--- config.mk ---
export PLATFORM = sky130hd
export DESIGN_NAME = flash_guard
export DESIGN_NICKNAME = d
export VERILOG_FILES = /design/src/rtl/flc_pkg.sv /design/src/rtl/flc_boot_cfg.sv /design/src/rtl/flc_lock_check.sv /design/src/rtl/flc_seq.sv /design/src/rtl/flash_guard.sv
export SDC_FILE = /design/constraint.sdc
export NUM_CORES = 1
export LEC_CHECK = 0
export BUFFER_PORTS_ARGS = -buffer_cell sky130_fd_sc_hd__buf_4
export CORE_MARGIN = 2
export CORE_UTILIZATION = 30
export CTS_CLUSTER_SIZE = 24
export DETAILED_ROUTE_END_ITERATION = 16
export PLACE_DENSITY = 0.54
export SLEW_MARGIN = 20
export SYNTH_ARGS = -nofsm -noshare
export SYNTH_HDL_FRONTEND = slang
export SYNTH_SLANG_ARGS = --single-unit
--- constraint.sdc ---
create_clock -name clk -period 2.99 [get_ports clk]
set_clock_uncertainty 0.15 [all_clocks]
set_input_delay 0.598 -clock clk [delete_from_list [all_inputs] [get_ports clk]]
set_output_delay 0.598 -clock clk [all_outputs]
set_load 0.05 [all_outputs]
--- src/rtl/flc_pkg.sv ---
package flc_pkg;

    typedef enum logic {
        OP_WRITE = 1'b0,
        OP_ERASE = 1'b1
    } flc_op_e;

    typedef enum logic [2:0] {
        S_CFG,
        S_IDLE,
        S_CHECK,
        S_ISSUE,
        S_WAIT,
        S_DONE
    } flc_state_e;

endpackage

--- src/rtl/flc_boot_cfg.sv ---
module flc_boot_cfg #(
    parameter int ADDR_W   = 16,
    parameter int SIZE_W   = 2,
    parameter int BP_W     = 4,
    parameter int BP_UNIT  = 10,
    parameter int LOG_W    = $clog2(ADDR_W + 1)
) (
    input  logic              clk,
    input  logic              rst_n,
    input  logic              cfg_valid,
    input  logic [SIZE_W-1:0] cfg_size,
    input  logic [BP_W-1:0]   cfg_bootprot,
    output logic              cfg_ready,
    output logic [LOG_W-1:0]  array_log2,
    output logic [ADDR_W:0]   boot_limit
);

    localparam int MAX_CODE = 2;

    logic [SIZE_W-1:0] size_q;
    logic [BP_W-1:0]   bp_q;
    logic [SIZE_W-1:0] size_eff;

    always_ff @(posedge clk or negedge rst_n) begin
        if (!rst_n) begin
            cfg_ready <= 1'b0;
            size_q    <= '0;
            bp_q      <= '0;
        end else if (cfg_valid && !cfg_ready) begin
            cfg_ready <= 1'b1;
            size_q    <= cfg_size;
            bp_q      <= cfg_bootprot;
        end
    end

    always_comb begin
        size_eff = (size_q > SIZE_W'(MAX_CODE)) ? SIZE_W'(MAX_CODE) : size_q;
        array_log2 = LOG_W'(ADDR_W - MAX_CODE) + LOG_W'(size_eff);
        boot_limit = (ADDR_W + 1)'(bp_q) << BP_UNIT;
    end

endmodule

--- src/rtl/flc_lock_check.sv ---
module flc_lock_check
    import flc_pkg::*;
#(
    parameter int ADDR_W    = 16,
    parameter int REGIONS   = 16,
    parameter int ROW_LOG2  = 8,
    parameter int PAGE_LOG2 = 6,
    parameter int LOG_W     = $clog2(ADDR_W + 1)
) (
    input  flc_op_e             op,
    input  logic [ADDR_W-1:0]   addr,
    input  logic [LOG_W-1:0]    array_log2,
    input  logic [ADDR_W:0]     boot_limit,
    input  logic [REGIONS-1:0]  lock_bits,
    output logic [ADDR_W-1:0]   aligned,
    output logic                blocked
);

    localparam int RIDX_W = $clog2(REGIONS);

    logic [ADDR_W-1:0] shifted;
    logic [RIDX_W-1:0] region;
    logic [ADDR_W:0]   array_end;
    logic              out_of_range;
    logic              in_boot;

    always_comb begin
        if (op == OP_ERASE)
            aligned = {addr[ADDR_W-1:ROW_LOG2], {ROW_LOG2{1'b0}}};
        else
            aligned = {addr[ADDR_W-1:PAGE_LOG2], {PAGE_LOG2{1'b0}}};

        array_end    = (ADDR_W + 1)'(1) << array_log2;
        out_of_range = {1'b0, aligned} >= array_end;
        in_boot      = {1'b0, aligned} < boot_limit;
        shifted      = aligned >> (array_log2 - LOG_W'(RIDX_W));
        region       = shifted[RIDX_W-1:0];
        blocked      = out_of_range || in_boot || lock_bits[region];
    end

endmodule

--- src/rtl/flc_seq.sv ---
module flc_seq
    import flc_pkg::*;
#(
    parameter int ADDR_W = 16
) (
    input  logic              clk,
    input  logic              rst_n,
    input  logic              cfg_ready,
    input  logic              cmd_valid,
    input  flc_op_e           cmd_op,
    input  logic [ADDR_W-1:0] cmd_addr,
    input  logic              blocked,
    input  logic              err_clr,
    input  logic              arr_done,
    output flc_op_e           lat_op,
    output logic [ADDR_W-1:0] lat_addr,
    output logic              busy,
    output logic              arr_req,
    output logic              cache_inval,
    output logic              lock_err,
    output logic              prog_err
);

    flc_state_e state_q, state_d;
    logic       accept, reject, lock_hit;

    always_ff @(posedge clk or negedge rst_n) begin
        if (!rst_n) state_q <= S_CFG;
        else        state_q <= state_d;
    end

    always_comb begin
        state_d = state_q;
        unique case (state_q)
            S_CFG:   if (cfg_ready) state_d = S_IDLE;
            S_IDLE:  if (cmd_valid) state_d = S_CHECK;
            S_CHECK: state_d = blocked ? S_IDLE : S_ISSUE;
            S_ISSUE: state_d = S_WAIT;
            S_WAIT:  if (arr_done) state_d = S_DONE;
            S_DONE:  state_d = S_IDLE;
            default: state_d = S_CFG;
        endcase
    end

    always_comb begin
        busy        = 1'b0;
        arr_req     = 1'b0;
        cache_inval = 1'b0;
        unique case (state_q)
            S_CFG, S_IDLE: busy = 1'b0;
            S_CHECK:       busy = 1'b1;
            S_ISSUE: begin busy = 1'b1; arr_req = 1'b1; end
            S_WAIT:        busy = 1'b1;
            S_DONE:  begin busy = 1'b1; cache_inval = 1'b1; end
            default:       busy = 1'b0;
        endcase
        accept   = (state_q == S_IDLE) && cmd_valid;
        reject   = busy && cmd_valid;
        lock_hit = (state_q == S_CHECK) && blocked;
    end

    always_ff @(posedge clk or negedge rst_n) begin
        if (!rst_n) begin
            lat_op   <= OP_WRITE;
            lat_addr <= '0;
            lock_err <= 1'b0;
            prog_err <= 1'b0;
        end else begin
            if (accept) begin
                lat_op   <= cmd_op;
                lat_addr <= cmd_addr;
            end
            if (lock_hit)     lock_err <= 1'b1;
            else if (err_clr) lock_err <= 1'b0;
            if (reject)       prog_err <= 1'b1;
            else if (err_clr) prog_err <= 1'b0;
        end
    end

    a_r1_idle_until_cfg: assert property (@(posedge clk) disable iff (!rst_n)
        !cfg_ready |-> !busy);
    a_r7_req_one_cycle: assert property (@(posedge clk) disable iff (!rst_n)
        arr_req |=> (!arr_req && busy));
    a_r8_inval_one_cycle: assert property (@(posedge clk) disable iff (!rst_n)
        cache_inval |=> (!cache_inval && !busy));
    a_r9_busy_cmd_flag: assert property (@(posedge clk) disable iff (!rst_n)
        (busy && cmd_valid) |=> prog_err);
    a_r10_clear_wins_alone: assert property (@(posedge clk) disable iff (!rst_n)
        (err_clr && !(busy && cmd_valid)) |=> !prog_err);

endmodule

--- src/rtl/flash_guard.sv ---
module flash_guard
    import flc_pkg::*;
#(
    parameter int ADDR_W    = 16,
    parameter int REGIONS   = 16,
    parameter int ROW_LOG2  = 8,
    parameter int PAGE_LOG2 = 6,
    parameter int SIZE_W    = 2,
    parameter int BP_W      = 4,
    parameter int BP_UNIT   = 10
) (
    input  logic              clk,
    input  logic              rst_n,
    input  logic              cfg_valid,
    input  logic [SIZE_W-1:0] cfg_size,
    input  logic [BP_W-1:0]   cfg_bootprot,
    output logic              cfg_ready,
    input  logic [REGIONS-1:0] lock_bits,
    input  logic              cmd_valid,
    input  logic              cmd_op,
    input  logic [ADDR_W-1:0] cmd_addr,
    input  logic              err_clr,
    output logic              busy,
    output logic              lock_err,
    output logic              prog_err,
    output logic              arr_req,
    output logic              arr_op,
    output logic [ADDR_W-1:0] arr_addr,
    input  logic              arr_done,
    output logic              cache_inval
);

    localparam int LOG_W = $clog2(ADDR_W + 1);

    logic [LOG_W-1:0]  array_log2;
    logic [ADDR_W:0]   boot_limit;
    flc_op_e           lat_op;
    logic [ADDR_W-1:0] lat_addr;
    logic              blocked;

    flc_boot_cfg #(
        .ADDR_W(ADDR_W), .SIZE_W(SIZE_W), .BP_W(BP_W),
        .BP_UNIT(BP_UNIT), .LOG_W(LOG_W)
    ) u_cfg (
        .clk(clk), .rst_n(rst_n), .cfg_valid(cfg_valid),
        .cfg_size(cfg_size), .cfg_bootprot(cfg_bootprot),
        .cfg_ready(cfg_ready), .array_log2(array_log2),
        .boot_limit(boot_limit)
    );

    flc_lock_check #(
        .ADDR_W(ADDR_W), .REGIONS(REGIONS), .ROW_LOG2(ROW_LOG2),
        .PAGE_LOG2(PAGE_LOG2), .LOG_W(LOG_W)
    ) u_chk (
        .op(lat_op), .addr(lat_addr), .array_log2(array_log2),
        .boot_limit(boot_limit), .lock_bits(lock_bits),
        .aligned(arr_addr), .blocked(blocked)
    );

    flc_seq #(.ADDR_W(ADDR_W)) u_seq (
        .clk(clk), .rst_n(rst_n), .cfg_ready(cfg_ready),
        .cmd_valid(cmd_valid), .cmd_op(flc_op_e'(cmd_op)),
        .cmd_addr(cmd_addr), .blocked(blocked), .err_clr(err_clr),
        .arr_done(arr_done), .lat_op(lat_op), .lat_addr(lat_addr),
        .busy(busy), .arr_req(arr_req), .cache_inval(cache_inval),
        .lock_err(lock_err), .prog_err(prog_err)
    );

    assign arr_op = lat_op;

    a_r3_aligned_request: assert property (@(posedge clk) disable iff (!rst_n)
        arr_req |-> (arr_op ? (arr_addr[ROW_LOG2-1:0] == '0)
                            : (arr_addr[PAGE_LOG2-1:0] == '0)));
    a_r5_boot_untouched: assert property (@(posedge clk) disable iff (!rst_n)
        arr_req |-> ({1'b0, arr_addr} >= boot_limit));
    a_r6_inside_array: assert property (@(posedge clk) disable iff (!rst_n)
        arr_req |-> ({1'b0, arr_addr} < ((ADDR_W + 1)'(1) << array_log2)));

endmodule

==> results.json <==
{
  "crit_arrival_ps": 2370,
  "crit_top_cell": "a21o_1",
  "outcome": "finished clean",
  "rsz0062_at_grt": "false",
  "finalCritPeriodShare_pct": 79.1,
  "powerDensity_nw_per_um2": 1010,
  "ant_nets": 0,
  "coreArea_sq_um": 5110,
  "postCtsSetupRepairBufs": 0,
  "hold_violations": 0,
  "yosysMostFrequentCell": "dfrtp_1",
  "dr.pass1.iters": 4,
  "worstSetupPathType": "reg -> reg",
  "die_h_microns": 76.8,
  "cp-start-kind": "flop",
  "cp_max_fo": 8,
  "cts_inserted_buffers": 3,
  "tritoncts": "yes",
  "ys_warn_count": 0,
  "design_area_sq_um": 2040,
  "place.gp.congestion": 0.710,
  "fin_crit_ps": 2360,
  "syn_area_per_cell_sq_um": 9.88,
  "clk_path_buf_depth": 2,
  "max-vdd-ir-drop_v": 0.000349,
  "fin_ws_ps": 625,
  "yosys-top-cells-count": "23 x dfrtp_1, 14 x buf_4, 14 x mux2_2",
  "cts-root-buf": "clkbuf_8",
  "initial_core_util_pct": 31.1,
  "post_cts_resize_count": 0,
  "clk_pin_slew_worst_paths_ps": 80,
  "dr_total_vias": 1282,
  "leakage_nw": 0.965,
  "fp-row-count": 26,
  "clkLatencyLatePin_ps": 270,
  "hold_buffers": 0,
  "die_area_sq_um": 5900,
  "synth_area_sq_um": 1590,
  "worst_pin_slew_ps": 696,
  "async_flop_share_pct": 100,
  "grt-ovfl-total": 0,
  "grt_first_pass_wirelength_microns": 5930,
  "antenna_found_initial": 0,
  "slew_viol_final": 0,
  "drive_above_1_share_pct": 40.6,
  "synth_area_leader_cell": "dfrtp_1",
  "cp-end-kind": "flop",
  "die_w_microns": 76.8,
  "grt_usage_pct": 12.3,
  "cts_sinks": 23,
  "synthTopCellsByArea": "dfrtp_1 36%, mux2_2 9.9%, buf_4 6.6%",
  "drc": 0,
  "drt-total-wl_microns": 3470,
  "preCtsSetupSlack_ps": 654,
  "n_antenna_cell": 0,
  "drv_cap": 0,
  "cts_htree_levels": 1,
  "max_clock_freq_mhz": 423,
  "synth-seq-cells": 23,
  "max_stage_delay_ps": 660,
  "grt_start_max_net_pins": 24,
  "crit_chain": "ha_1 -> a21o_1 -> a21o_1 -> a2111oi_0 -> nor3b_1 -> a22o_1",
  "setup_viol": 0,
  "drt-initial-drc-count": 39,
  "hp-class": "in -> async",
  "post_drt_wl_per_cell_microns": 12.5,
  "relSlewSlack_pct": 52.4,
  "worst_path_max_delay_cell": "a2111oi_0",
  "placed_area_sq_um": 1990,
  "worstPathRequired_ps": 3000,
  "via_per_inst": 4.63,
  "nets": 261,
  "ys.flop_type": "dfrtp_1",
  "ys_seq_area_share_pct": 36.2,
  "synth_top_area_share_pct": 36.2,
  "place_hpwl_microns": 2720,
  "grt_pass1_vias": 1272,
  "fin_tns_setup_ps": 0,
  "synth_edf_count": 0,
  "io_buffers": 55,
  "pin_count": 68,
  "ys_types": 44,
  "nFillCells": 545,
  "syn2layout_area_growth_pct": 28.2,
  "syn_inst": 161
}
## critical path: cells and delay by family (launching register included)
kind / cells / cell delay [ps]
compound gates: 4 / 1180
fa+ha+maj: 1 / 330
flops: 1 / 490
simple gates: 1 / 110
## metal layers
metal  part of all wire, %  GRT usage (%)  vias up
li1                      -              -      652
met1                    47           16.2      587
met2                    46           20.4       38
met3                   5.2           1.88        5
met4                   1.6           4.36        0
met5                     0              0        -
## cells in the final DEF (no fill, tap or decap), drive strengths merged, types with 2 or more instances in the layout
| master | n |
|---|---|
| nand2b | 3 |
| o21bai | 2 |
| a211oi | 4 |
| nor3 | 3 |
| and3b | 3 |
| o31ai | 2 |
| conb | 8 |
| or2 | 3 |
| mux2i | 8 |
| mux2 | 14 |
| dfrtp | 23 |
| a221oi | 3 |
| ha | 8 |
| nor2b | 7 |
| clkbuf | 3 |
| a21o | 3 |
| o21ai | 5 |
| nor2 | 5 |
| buf | 57 |
| a21oi | 5 |
| inv | 6 |
| nand2 | 11 |
## final timing paths
kind / from / to / slack (ps) / cells after the start
worst max-delay path: u_seq.lat_addr[11] / u_seq.state_q[1] / 630 / 6
worst max register to register: u_seq.lat_addr[11] / u_seq.state_q[1] / 630 / 6
worst min-delay path: rst_n / u_seq.lat_addr[14] / 60 / 1
min in group clk: u_seq.lock_err / u_seq.lock_err / 370 / 2
worst min register to register: u_seq.lock_err / u_seq.lock_err / 370 / 2
max in group asynchronous: rst_n / u_cfg.cfg_ready / 2400 / 1
## per-stage QoR
| stage | power [mW] | hold WS [ps] | std cells | utilization [%] |
|---|---|---|---|---|
| global placement | 1.87 | 343 | 273 | 39.0 |
| CTS | 2.08 | 66.2 | 277 | 39.9 |
| finish | 2.05 | 59.7 | 277 | 39.9 |
| floorplan | 1.61 | 152 | 167 | - |
| global route | 2.20 | 80.5 | 277 | 39.9 |
| detailed placement | 1.88 | 350 | 273 | 39.0 |
## layout make-up
| cell class | count | area (sq um) | area share, % |
|---|---|---|---|
| Multi-Input combinational cell | 117 | 880 | 43.1 |
| Sequential cell | 23 | 576 | 28.2 |
| Timing Repair Buffer | 57 | 428 | 21.0 |
| Tap cell | 70 | 87.6 | 4.29 |
| Clock buffer | 3 | 41.3 | 2.02 |
| Inverter | 6 | 22.5 | 1.10 |
| Clock inverter | 1 | 5.00 | 0.245 |
## sequential cells by signal, indices dropped and copies added, names as in the netlist
register,count
u_cfg.cfg_ready,1
u_seq.lat_addr,10
u_cfg.bp_q,4
u_cfg.size_q,2
u_seq.lat_op,1
u_seq.state_q,3
u_seq.lock_err,1
u_seq.prog_err,1
## cells by family after synthesis
group / after synthesis / share of synthesized area (%)
and+or+nand+nor: 44 / 16.1
DFF: 23 / 36.2
AOI/OAI and AO/OA: 35 / 16.1
adders and majority gates: 8 / 6.29
buffers and inverters: 27 / 9.91
muxes: 22 / 14.9
other: 2 / 0.472
## power by group
| part | switching (mW) | leakage [nW] | internal, mW | total [mW] |
|---|---|---|---|---|
| Combinational | 0.725 | 0.665 | 0.515 | 1.24 |
| Clock | 0.100 | 0.0255 | 0.0931 | 0.193 |
| Sequential | 0.188 | 0.274 | 0.429 | 0.618 |
No activity file was read; power rests on OpenSTA's default activity.
